### src/rtl/pin_edge_irq_pkg.sv
package pin_edge_irq_pkg;

    localparam int SYNC_STAGES = 2;

    typedef enum logic [3:0] {
        SEL_RISE_EN      = 4'd0,
        SEL_RISE_EN_SET  = 4'd1,
        SEL_RISE_EN_CLR  = 4'd2,
        SEL_FALL_EN      = 4'd3,
        SEL_FALL_EN_SET  = 4'd4,
        SEL_FALL_EN_CLR  = 4'd5,
        SEL_RISE_STAT    = 4'd6,
        SEL_FALL_STAT    = 4'd7,
        SEL_PENDING      = 4'd8,
        SEL_NONE         = 4'd15
    } reg_sel_e;

    typedef struct packed {
        logic rise_en_set;
        logic rise_en_clr;
        logic fall_en_set;
        logic fall_en_clr;
        logic rise_stat_clr;
        logic fall_stat_clr;
    } wr_strobe_t;

    // Word index plus alignment flag to register selector.
    function automatic reg_sel_e decode_word(input logic [7:0] idx, input logic aligned);
        reg_sel_e sel;
        sel = SEL_NONE;
        if (aligned) begin
            case (idx)
                8'd0: sel = SEL_RISE_EN;
                8'd1: sel = SEL_RISE_EN_SET;
                8'd2: sel = SEL_RISE_EN_CLR;
                8'd3: sel = SEL_FALL_EN;
                8'd4: sel = SEL_FALL_EN_SET;
                8'd5: sel = SEL_FALL_EN_CLR;
                8'd6: sel = SEL_RISE_STAT;
                8'd7: sel = SEL_FALL_STAT;
                8'd8: sel = SEL_PENDING;
                default: sel = SEL_NONE;
            endcase
        end
        return sel;
    endfunction

    function automatic wr_strobe_t write_strobes(input reg_sel_e sel, input logic wr);
        wr_strobe_t s;
        s = '0;
        if (wr) begin
            s.rise_en_set   = (sel == SEL_RISE_EN_SET);
            s.rise_en_clr   = (sel == SEL_RISE_EN_CLR);
            s.fall_en_set   = (sel == SEL_FALL_EN_SET);
            s.fall_en_clr   = (sel == SEL_FALL_EN_CLR);
            s.rise_stat_clr = (sel == SEL_RISE_STAT);
            s.fall_stat_clr = (sel == SEL_FALL_STAT);
        end
        return s;
    endfunction

endpackage

### src/rtl/pei_edge_detect.sv
module pei_edge_detect
    import pin_edge_irq_pkg::*;
#(
    parameter int N_CH   = 8,
    parameter int STAGES = SYNC_STAGES
) (
    input  logic            clk,
    input  logic            rst,
    input  logic [N_CH-1:0] pin_i,
    output logic [N_CH-1:0] rise_o,
    output logic [N_CH-1:0] fall_o
);

    localparam int MSB = STAGES - 1;

    for (genvar ch = 0; ch < N_CH; ch++) begin : g_ch
        logic [STAGES-1:0] chain;
        logic              prev;

        always_ff @(posedge clk) begin
            if (rst) begin
                chain <= '0;
                prev  <= 1'b0;
            end else begin
                chain <= {chain[STAGES-2:0], pin_i[ch]};
                prev  <= chain[MSB];
            end
        end

        assign rise_o[ch] =  chain[MSB] & ~prev;
        assign fall_o[ch] = ~chain[MSB] &  prev;
    end

    // a detected edge is a single-cycle pulse
    a_r2_rise_single_pulse: assert property (@(posedge clk) disable iff (rst)
        (|rise_o) |=> ((rise_o & $past(rise_o)) == '0));
    // same for falling edges
    a_r3_fall_single_pulse: assert property (@(posedge clk) disable iff (rst)
        (|fall_o) |=> ((fall_o & $past(fall_o)) == '0));

endmodule

### src/rtl/pei_sticky.sv
module pei_sticky #(
    parameter int W = 8
) (
    input  logic         clk,
    input  logic         rst,
    input  logic [W-1:0] set_i,
    input  logic [W-1:0] clr_i,
    output logic [W-1:0] q_o
);

    logic [W-1:0] q;

    // Set has priority over clear.
    always_ff @(posedge clk) begin
        if (rst) q <= '0;
        else     q <= (q & ~clr_i) | set_i;
    end

    assign q_o = q;

    // a clear without a coincident set empties the bit
    a_r4_clear_takes: assert property (@(posedge clk) disable iff (rst)
        (|(clr_i & ~set_i)) |=> ((q & $past(clr_i & ~set_i)) == '0));
    // a set always lands, even alongside a clear
    a_r10_set_wins: assert property (@(posedge clk) disable iff (rst)
        (|set_i) |=> ((q & $past(set_i)) == $past(set_i)));
    // bits rise only when set
    a_r6_no_spurious_set: assert property (@(posedge clk) disable iff (rst)
        1'b1 |=> ((q & ~$past(q) & ~$past(set_i)) == '0));

endmodule

### src/rtl/pei_regfile.sv
module pei_regfile
    import pin_edge_irq_pkg::*;
#(
    parameter int N_CH   = 8,
    parameter int ADDR_W = 6,
    parameter int DATA_W = 32
) (
    input  logic              clk,
    input  logic              rst,
    input  logic [ADDR_W-1:0] addr,
    input  logic [DATA_W-1:0] wdata,
    input  logic              wr_en,
    input  logic [N_CH-1:0]   rise_stat,
    input  logic [N_CH-1:0]   fall_stat,
    input  logic [N_CH-1:0]   pending,
    output logic [N_CH-1:0]   rise_en,
    output logic [N_CH-1:0]   fall_en,
    output logic [N_CH-1:0]   rise_clr,
    output logic [N_CH-1:0]   fall_clr,
    output logic [DATA_W-1:0] rdata
);

    reg_sel_e     sel;
    wr_strobe_t   stb;
    logic [N_CH-1:0] wmask;
    logic         unused_wdata_hi;

    assign sel   = decode_word(8'(addr[ADDR_W-1:2]), addr[1:0] == 2'b00);
    assign stb   = write_strobes(sel, wr_en);
    assign wmask = wdata[N_CH-1:0];
    assign unused_wdata_hi = ^wdata[DATA_W-1:N_CH];

    assign rise_clr = stb.rise_stat_clr ? wmask : '0;
    assign fall_clr = stb.fall_stat_clr ? wmask : '0;

    pei_sticky #(.W(N_CH)) u_rise_en (
        .clk  (clk),
        .rst  (rst),
        .set_i(stb.rise_en_set ? wmask : '0),
        .clr_i(stb.rise_en_clr ? wmask : '0),
        .q_o  (rise_en)
    );

    pei_sticky #(.W(N_CH)) u_fall_en (
        .clk  (clk),
        .rst  (rst),
        .set_i(stb.fall_en_set ? wmask : '0),
        .clr_i(stb.fall_en_clr ? wmask : '0),
        .q_o  (fall_en)
    );

    always_comb begin
        rdata = '0;
        case (sel)
            SEL_RISE_EN:   rdata[N_CH-1:0] = rise_en;
            SEL_FALL_EN:   rdata[N_CH-1:0] = fall_en;
            SEL_RISE_STAT: rdata[N_CH-1:0] = rise_stat;
            SEL_FALL_STAT: rdata[N_CH-1:0] = fall_stat;
            SEL_PENDING:   rdata[N_CH-1:0] = pending;
            default:       rdata = '0;
        endcase
    end

    // reserved read bits stay zero
    a_r1_reserved_zero: assert property (@(posedge clk) disable iff (rst)
        rdata[DATA_W-1:N_CH] == '0);
    // set write leaves the written ones present in the mask
    a_r8_rise_set: assert property (@(posedge clk) disable iff (rst)
        stb.rise_en_set |=> ((rise_en & $past(wmask)) == $past(wmask)));
    // clear write removes the written ones from the mask
    a_r9_fall_clr: assert property (@(posedge clk) disable iff (rst)
        stb.fall_en_clr |=> ((fall_en & $past(wmask)) == '0));
    // enables hold when no enable write occurs
    a_r8_en_hold: assert property (@(posedge clk) disable iff (rst)
        !(stb.rise_en_set || stb.rise_en_clr) |=> $stable(rise_en));

endmodule

### src/rtl/pin_edge_irq.sv
module pin_edge_irq
    import pin_edge_irq_pkg::*;
#(
    parameter int N_CH   = 8,
    parameter int ADDR_W = 6,
    parameter int DATA_W = 32
) (
    input  logic              clk,
    input  logic              rst,
    input  logic [N_CH-1:0]   pin_in,
    input  logic [ADDR_W-1:0] addr,
    input  logic [DATA_W-1:0] wdata,
    input  logic              wr_en,
    output logic [DATA_W-1:0] rdata,
    output logic [N_CH-1:0]   irq
);

    logic [N_CH-1:0] rise_edge, fall_edge;
    logic [N_CH-1:0] rise_stat, fall_stat;
    logic [N_CH-1:0] rise_en, fall_en;
    logic [N_CH-1:0] rise_clr, fall_clr;

    pei_edge_detect #(.N_CH(N_CH)) u_detect (
        .clk   (clk),
        .rst   (rst),
        .pin_i (pin_in),
        .rise_o(rise_edge),
        .fall_o(fall_edge)
    );

    pei_sticky #(.W(N_CH)) u_rise_stat (
        .clk  (clk),
        .rst  (rst),
        .set_i(rise_edge),
        .clr_i(rise_clr),
        .q_o  (rise_stat)
    );

    pei_sticky #(.W(N_CH)) u_fall_stat (
        .clk  (clk),
        .rst  (rst),
        .set_i(fall_edge),
        .clr_i(fall_clr),
        .q_o  (fall_stat)
    );

    pei_regfile #(.N_CH(N_CH), .ADDR_W(ADDR_W), .DATA_W(DATA_W)) u_regs (
        .clk      (clk),
        .rst      (rst),
        .addr     (addr),
        .wdata    (wdata),
        .wr_en    (wr_en),
        .rise_stat(rise_stat),
        .fall_stat(fall_stat),
        .pending  (irq),
        .rise_en  (rise_en),
        .fall_en  (fall_en),
        .rise_clr (rise_clr),
        .fall_clr (fall_clr),
        .rdata    (rdata)
    );

    assign irq = (rise_stat & rise_en) | (fall_stat & fall_en);

    // a request is always backed by a recorded edge
    a_r7_irq_backed: assert property (@(posedge clk) disable iff (rst)
        (irq & ~(rise_stat | fall_stat)) == '0);
    // reset leaves no request pending
    a_r5_reset_quiet: assert property (@(posedge clk)
        rst |=> (irq == '0));

endmodule

### config.mk
export PLATFORM = sky130hd
export DESIGN_NAME = pin_edge_irq
export DESIGN_NICKNAME = d
export VERILOG_FILES = /design/src/rtl/pin_edge_irq_pkg.sv /design/src/rtl/pei_edge_detect.sv /design/src/rtl/pei_sticky.sv /design/src/rtl/pei_regfile.sv /design/src/rtl/pin_edge_irq.sv
export SDC_FILE = /design/constraint.sdc
export NUM_CORES = 1
export LEC_CHECK = 0
export BUFFER_PORTS_ARGS = -buffer_cell sky130_fd_sc_hd__buf_2
export CAP_MARGIN = 20
export CORE_MARGIN = 5
export CORE_UTILIZATION = 53
export DETAILED_ROUTE_END_ITERATION = 8
export GPL_ROUTABILITY_DRIVEN = 0
export MAX_ROUTING_LAYER = met4
export PLACE_DENSITY = 0.8
export SLEW_MARGIN = 20
export SYNTH_ARGS = -nofsm -noshare
export SYNTH_HDL_FRONTEND = slang
export SYNTH_HIERARCHICAL = 1
export SYNTH_SLANG_ARGS = --single-unit
### constraint.sdc
create_clock -name clk -period 1.7 [get_ports clk]
set_input_delay 0.255 -clock clk [delete_from_list [all_inputs] [get_ports clk]]
set_output_delay 0.255 -clock clk [all_outputs]
set_load 0.01 [all_outputs]
==> results of run 1 <==
## worst max-delay path, cell delays in order, from the launching register on
cell and delay, ns:
dfxtp_2 0.34, buf_6 0.11, a22o_1 0.21, and3_1 0.14
a221o_1 0.25, buf_2 0.14
## what timing repair did
action / CTS / global route
gates resized for setup: 9 / 3
setup endpoints to repair: 2 / 3
buffers inserted: 7 / 1
pin swaps: 4 / 2
## kinds of logic (layout without fill, tap and decap cells)
| logic type | Yosys count | after routing | share of synthesized area [%] |
|---|---|---|---|
| simple gates | 179 | 179 | 43.08 |
| flops | 56 | 56 | 32.74 |
| buf+inv | 72 | 114 | 11.91 |
| other cells | 1 | 24 | 0.1095 |
| mux | 1 | 1 | 0.2923 |
| compound gates | 49 | 49 | 11.87 |
## final timing paths
check                              endpoint  slack, ns
hold / removal    u_detect/g_ch[7].chain[0]       0.15
hold reg to reg   u_detect/g_ch[7].chain[1]       0.44
setup reg to reg    u_regs/u_rise_en/q_o[3]       0.91
setup / recovery                   rdata[3]      -0.04
## cells in the mapped netlist (7+ instances only)
| library cell | number | area share, % |
|---|---|---|
| a22o_1 | 8 | 2.0 |
| and3_1 | 10 | 1.8 |
| a21oi_2 | 32 | 8.2 |
| nor2b_2 | 14 | 3.6 |
| nor2b_1 | 22 | 4.0 |
| inv_1 | 33 | 3.6 |
| nand3_1 | 19 | 2.8 |
| buf_4 | 24 | 5.3 |
| and3b_1 | 12 | 3.1 |
| dfxtp_1 | 56 | 33 |
| and2_1 | 40 | 7.3 |
| nand2b_4 | 32 | 13 |
| clkbuf_1 | 7 | 0.77 |
## per-stage QoR
stage | utilization (%) | hold slack (ns) | TNS [ns]
6_report | 61.79 | 0.1488 | -0.04468
5_1_grt | 61.79 | 0.1440 | -0.1885
4_1_cts | 61.57 | 0.1375 | -0.06557
3_5_place_dp | 58.98 | 0.4176 | 0
3_3_place_gp | 58.98 | 0.4163 | 0
2_1_floorplan | - | 0.3832 | 0
## power groups by stage
stage               clock, mW  sequential [mW]  combinational, mW
CTS                     0.781             1.38              0.269
global placement            0             1.41              0.255
detailed placement          0             1.42              0.262
global route            0.835             1.39              0.296
floorplan                   0             1.41              0.220
finish                  0.739             1.38              0.271
## cell usage in the layout (no fill, tap or decap), types with 8 or more instances in the layout
cell       n
buf_2     40
and2_1    40
buf_4     30
and3_1    10
a22o_1     8
nor2b_1   22
nor2b_2   14
nand2b_4  32
and3b_1   12
dfxtp_1   51
nand3_1   18
a21oi_2   32
conb_1    24
inv_1     33
## routing by layer
| metal | global-route usage (%) | part of all wire [%] | vias up |
|---|---|---|---|
| li1 | - | - | 1251 |
| met1 | 18.94 | 43 | 1145 |
| met2 | 29.94 | 51 | 48 |
| met3 | 2.917 | 4.2 | 8 |
| met4 | 4.715 | 1.2 | 0 |
| met5 | - | 0 | - |
## area by class of cell
class,instances,area [um^2]
fill,547,2412
multi-input combinational,253,1993
sequential,56,1130
timing repair buffer,73,467.9
inverter,33,123.9
tap,77,96.34
clock buffer,8,90.09
## sequential cells by signal, indices dropped and copies added, names as in the netlist
signal,count
u_detect/g_ch.chain,16
u_regs/u_fall_en/q_o,8
u_regs/u_rise_en/q_o,8
u_detect/g_ch.prev,8
u_fall_stat/q_o,8
u_rise_stat/q_o,8
==> impl_metrics.tcl, run 1 <==
set metrics [dict create \
    grt.total_usage_pct 16.68 \
    arrival_ns 1.49 \
    yosys_warnings 6 \
    io_pins 89 \
    cts.path.max_buffers 2 \
    finalPower_mw 2.393 \
    drv_slew 0 \
    ys_seq_area_share_pct 32.74 \
    die_y_um 90.38 \
    cap_violations 0 \
    crit_required_ns 1.44 \
    drc 0 \
    syn-instance-count 358 \
    clkTransAtPathRegs_ns 0.10 \
    pwr-share-comb_pct 11.3 \
    synth_flop_cell "dfxtp_1" \
    violations "setup timing" \
    p_switching_mw 0.5916 \
    ir_drop_v 0.0003845 \
    pwr-share-clk_pct 30.9 \
    synth_edf_count 0 \
    reg2reg_depth 4 \
    avgSynthCellArea_um2 9.566 \
    cp-start-kind "flip-flop" \
    worstSetupPathType "flip-flop to primary output" \
    grt_pass1_wl_um 11030 \
    final_nets 471 \
    finalCritPeriodShare_pct 102.6 \
    status "finished, violations left" \
    min_path_type "primary input to flip-flop" \
    grt-ovfl-total 0 \
    grt_pass1_vias 2381 \
    skew_ns 0.003456 \
    cts_sinks 56 \
    area_growth_pct 13.92 \
    netlist-cell-type-count 38 \
    vias 2452 \
    ctsHoldBuffers 0 \
    drtIter0Drc 108 \
    port_buffers 40 \
    drtAntennaViolNets 0 \
    whs_path_depth 2 \
    rows 29 \
    final.setup.worst_slack_ns -0.04468 \
    core_mm2 0.006314 \
    synthesis.area_mm2 0.003425 \
    clk-insertion-delay-late_ns 0.30 \
    pwr-share-seq_pct 57.8 \
    drt-wirelength-per-cell_um 13.36 \
    grt_max_degree 43 \
    cts_tree "done" \
    cts-root-buf "clkbuf_8" \
    dp_slack_ns 0.008504 \
    fin_cells 500 \
    p_sw_share_pct 24.73 \
    reg2reg_from "u_regs/u_rise_en/q_o[3]" \
    die_w_um 90.38 \
    drive_gt1_share_pct 40.19 \
    wl_um 6678 \
    path_max_fanout 2 \
    min_from "pin_in[7]" \
    cts_buffers 5 \
    h-tree-depth 2 \
    viasPerCell 4.904 \
    crit_start "u_regs/u_rise_en/q_o[3]" \
    fmax_mhz 573.2 \
    p_leak_nw 1.637 \
    drtPass1Iterations 4 \
    postPlaceCellArea_mm2 0.003724 \
    async_flop_share_pct 0 \
    fin_area_mm2 0.003901 \
    p_int_mw 1.801 \
    dieArea_mm2 0.008169 \
    synth_seq_cells 56 \
    start_util_pct 54.24 \
    end_kind "primary output" \
    dpl.cell_count 484 \
    n_antenna_cell 0 \
    setup_viol 1 \
    rsz0062_at_grt "true" \
    finalHoldViolCount 0 \
    p_per_area_mw_per_mm2 613.3 \
    post-route-min-period_ns 1.745 \
    hpwl_um 5097 \
    antenna_found_initial 0 \
]
Note: power is estimated with default switching activity, not from simulation.
==> run 2, diff against run 1 <==
- CORE_MARGIN: 5 -> unset
- clock period: 1.7 -> 1.8 ns (I/O delays scaled with it)
==> impl_metrics.tcl, run 2 (synthesized netlist as in run 1, its figures left out) <==
set metrics [dict create \
    largest_reg_flops 16 \
    grt_pass1_vias 2325 \
    n_antenna_cell 0 \
    drtIter0Drc 50 \
    critPathBufInv 3 \
    drtPass1Iterations 4 \
    arrival_ns 1.50 \
    grt_max_degree 36 \
    dieArea_mm2 0.006786 \
    antenna_found_initial 0 \
    pwr-share-seq_pct 53.0 \
    clkTransAtPathRegs_ns 0.10 \
    core_mm2 0.006061 \
    skew_ns 0.006930 \
    drc 0 \
    grt.total_usage_pct 21.42 \
    vias 2453 \
    grt_pass1_wl_um 10500 \
    cp_slowest_cell "nor3_1" \
    p_leak_nw 1.617 \
    cp_slowest_stage_delay_ns 0.45 \
    final_cell_mix "51 x dfxtp_1, 41 x and2_1, 40 x buf_2" \
    h-tree-depth 2 \
    cts_buffers 5 \
    cp-start-kind "primary input" \
    drv_slew 0 \
    largest_register "u_detect/g_ch.chain" \
    rows 28 \
    drive_gt1_share_pct 39.66 \
    wl_um 6414 \
    pwr-share-comb_pct 10.3 \
    layout_commonest_cell "dfxtp_1" \
    end_kind "primary output" \
    die_y_um 82.38 \
    grt-ovfl-total 0 \
    finalCritPeriodShare_pct 98.56 \
    cap_violations 0 \
    port_buffers 40 \
    start_util_pct 56.50 \
    routed.top_layer "met4" \
    cts_sinks 56 \
    pwr-share-clk_pct 36.7 \
    p_int_mw 1.875 \
    min_path_type "primary input to flip-flop" \
    cts_tree "done" \
    worstMarginPinSlew_ns 0.4905 \
    drt-met1-wl_um 2758 \
    drt-wirelength-per-cell_um 13.06 \
    postPlaceCellArea_mm2 0.003714 \
    maxSlewHeadroom_pct 67.05 \
    critical_path.top_delay_family "simple AND/OR/NAND/NOR gates" \
    status "finished, final reports clean" \
    die_w_um 82.38 \
    path_max_fanout 7 \
    p_per_area_mw_per_mm2 634.1 \
    fmax_mhz 563.7 \
    p_sw_share_pct 23.80 \
    viasPerCell 4.996 \
    routed-wl-met2_um 3286 \
    path_cells "buf_2 > nor3_1 > buf_4 > and3_1 > a221o_1 > buf_2" \
    p_switching_mw 0.5856 \
    finalHoldViolCount 0 \
    clk-insertion-delay-late_ns 0.31 \
    post-route-min-period_ns 1.774 \
    ctsHoldBuffers 0 \
    cts-root-buf "clkbuf_8" \
    worstSetupPathType "primary input to primary output" \
    crit_required_ns 1.53 \
    ir_drop_v 0.0005509 \
    crit_top_cell "buf_2" \
    final_nets 464 \
    rsz0062_at_grt "true" \
    area_growth_pct 13.30 \
    drtAntennaViolNets 0 \
    io_pins 89 \
    route.met3.wl_um 254 \
    hpwl_um 4771 \
    setup_viol 0 \
    cts.path.max_buffers 2 \
    fin_area_mm2 0.003880 \
    timing.hold.ws_ns 0.1576 \
]
## run 2: cell types whose count changed in the layout (fill, tap and decap cells not counted), sizes merged
| cell | previous run | this run |
|---|---|---|
| bufinv | 0 | 1 |
| buf | 73 | 66 |
| clkbuf | 8 | 7 |
## run 2: routing by layer
layer  up-vias  global-route usage, %
met5         -                      -
met4         0                  6.491
met3        12                  4.945
met2        49                  38.68
met1      1155                  23.20
li1       1237                      -
## run 2: path summary, 6_finish.rpt
| check | startpoint | to | slack, ns | depth (start not counted) |
|---|---|---|---|---|
| max reg2reg | u_detect/g_ch[1].chain[1] | u_rise_stat/q_o[1] | 1.07 | 3 |
| min reg2reg | u_detect/g_ch[6].chain[0] | u_detect/g_ch[6].chain[1] | 0.44 | 1 |
| max | addr[4] | rdata[3] | 0.03 | 6 |
| min | pin_in[7] | u_detect/g_ch[7].chain[0] | 0.16 | 2 |
## run 2: metrics by stage
stage / power, mW / setup slack, ns / TNS (ns) / utilization, % / std cells
after floorplan: 1.537 / 0.3112 / 0 / - / 381
after global placement: 1.577 / 0.01827 / 0 / 61.27 / 481
after detailed placement: 1.585 / 0.02757 / 0 / 61.27 / 481
after CTS: 2.483 / 0.006165 / 0 / 63.83 / 491
after global routing: 2.557 / -0.05868 / -0.06085 / 64.02 / 491
final: 2.460 / 0.02592 / 0 / 64.02 / 491
## run 2: layout make-up
| type | instances | area [um^2] |
|---|---|---|
| fillers | 516 | 2181 |
| multi-input cells | 253 | 1996 |
| flip-flops and latches | 56 | 1132 |
| repair buffers | 66 | 407.9 |
| inverters | 33 | 123.9 |
| clock buffers | 7 | 96.34 |
| well taps | 75 | 93.84 |
| clock inverters | 1 | 30.03 |
## run 2: what timing repair did
action                                  CTS  global route
buffers inserted                          3             0
resized for setup                         5             6
pin swaps                                 1             0
endpoints found under the setup margin    2             8
## run 2: power by group through the flow
stage | Sequential (mW) | Combinational, mW | Clock, mW
final | 1.30 | 0.253 | 0.903
after global routing | 1.31 | 0.277 | 0.969
after CTS | 1.31 | 0.253 | 0.924
after detailed placement | 1.34 | 0.248 | 0
after global placement | 1.33 | 0.242 | 0
after floorplan | 1.33 | 0.207 | 0
## run 2: worst reg2reg max path: stages (launching register included)
cell,delay (ns)
dfxtp_1,0.37
nor2b_1,0.15
inv_1,0.06
a21oi_2,0.11
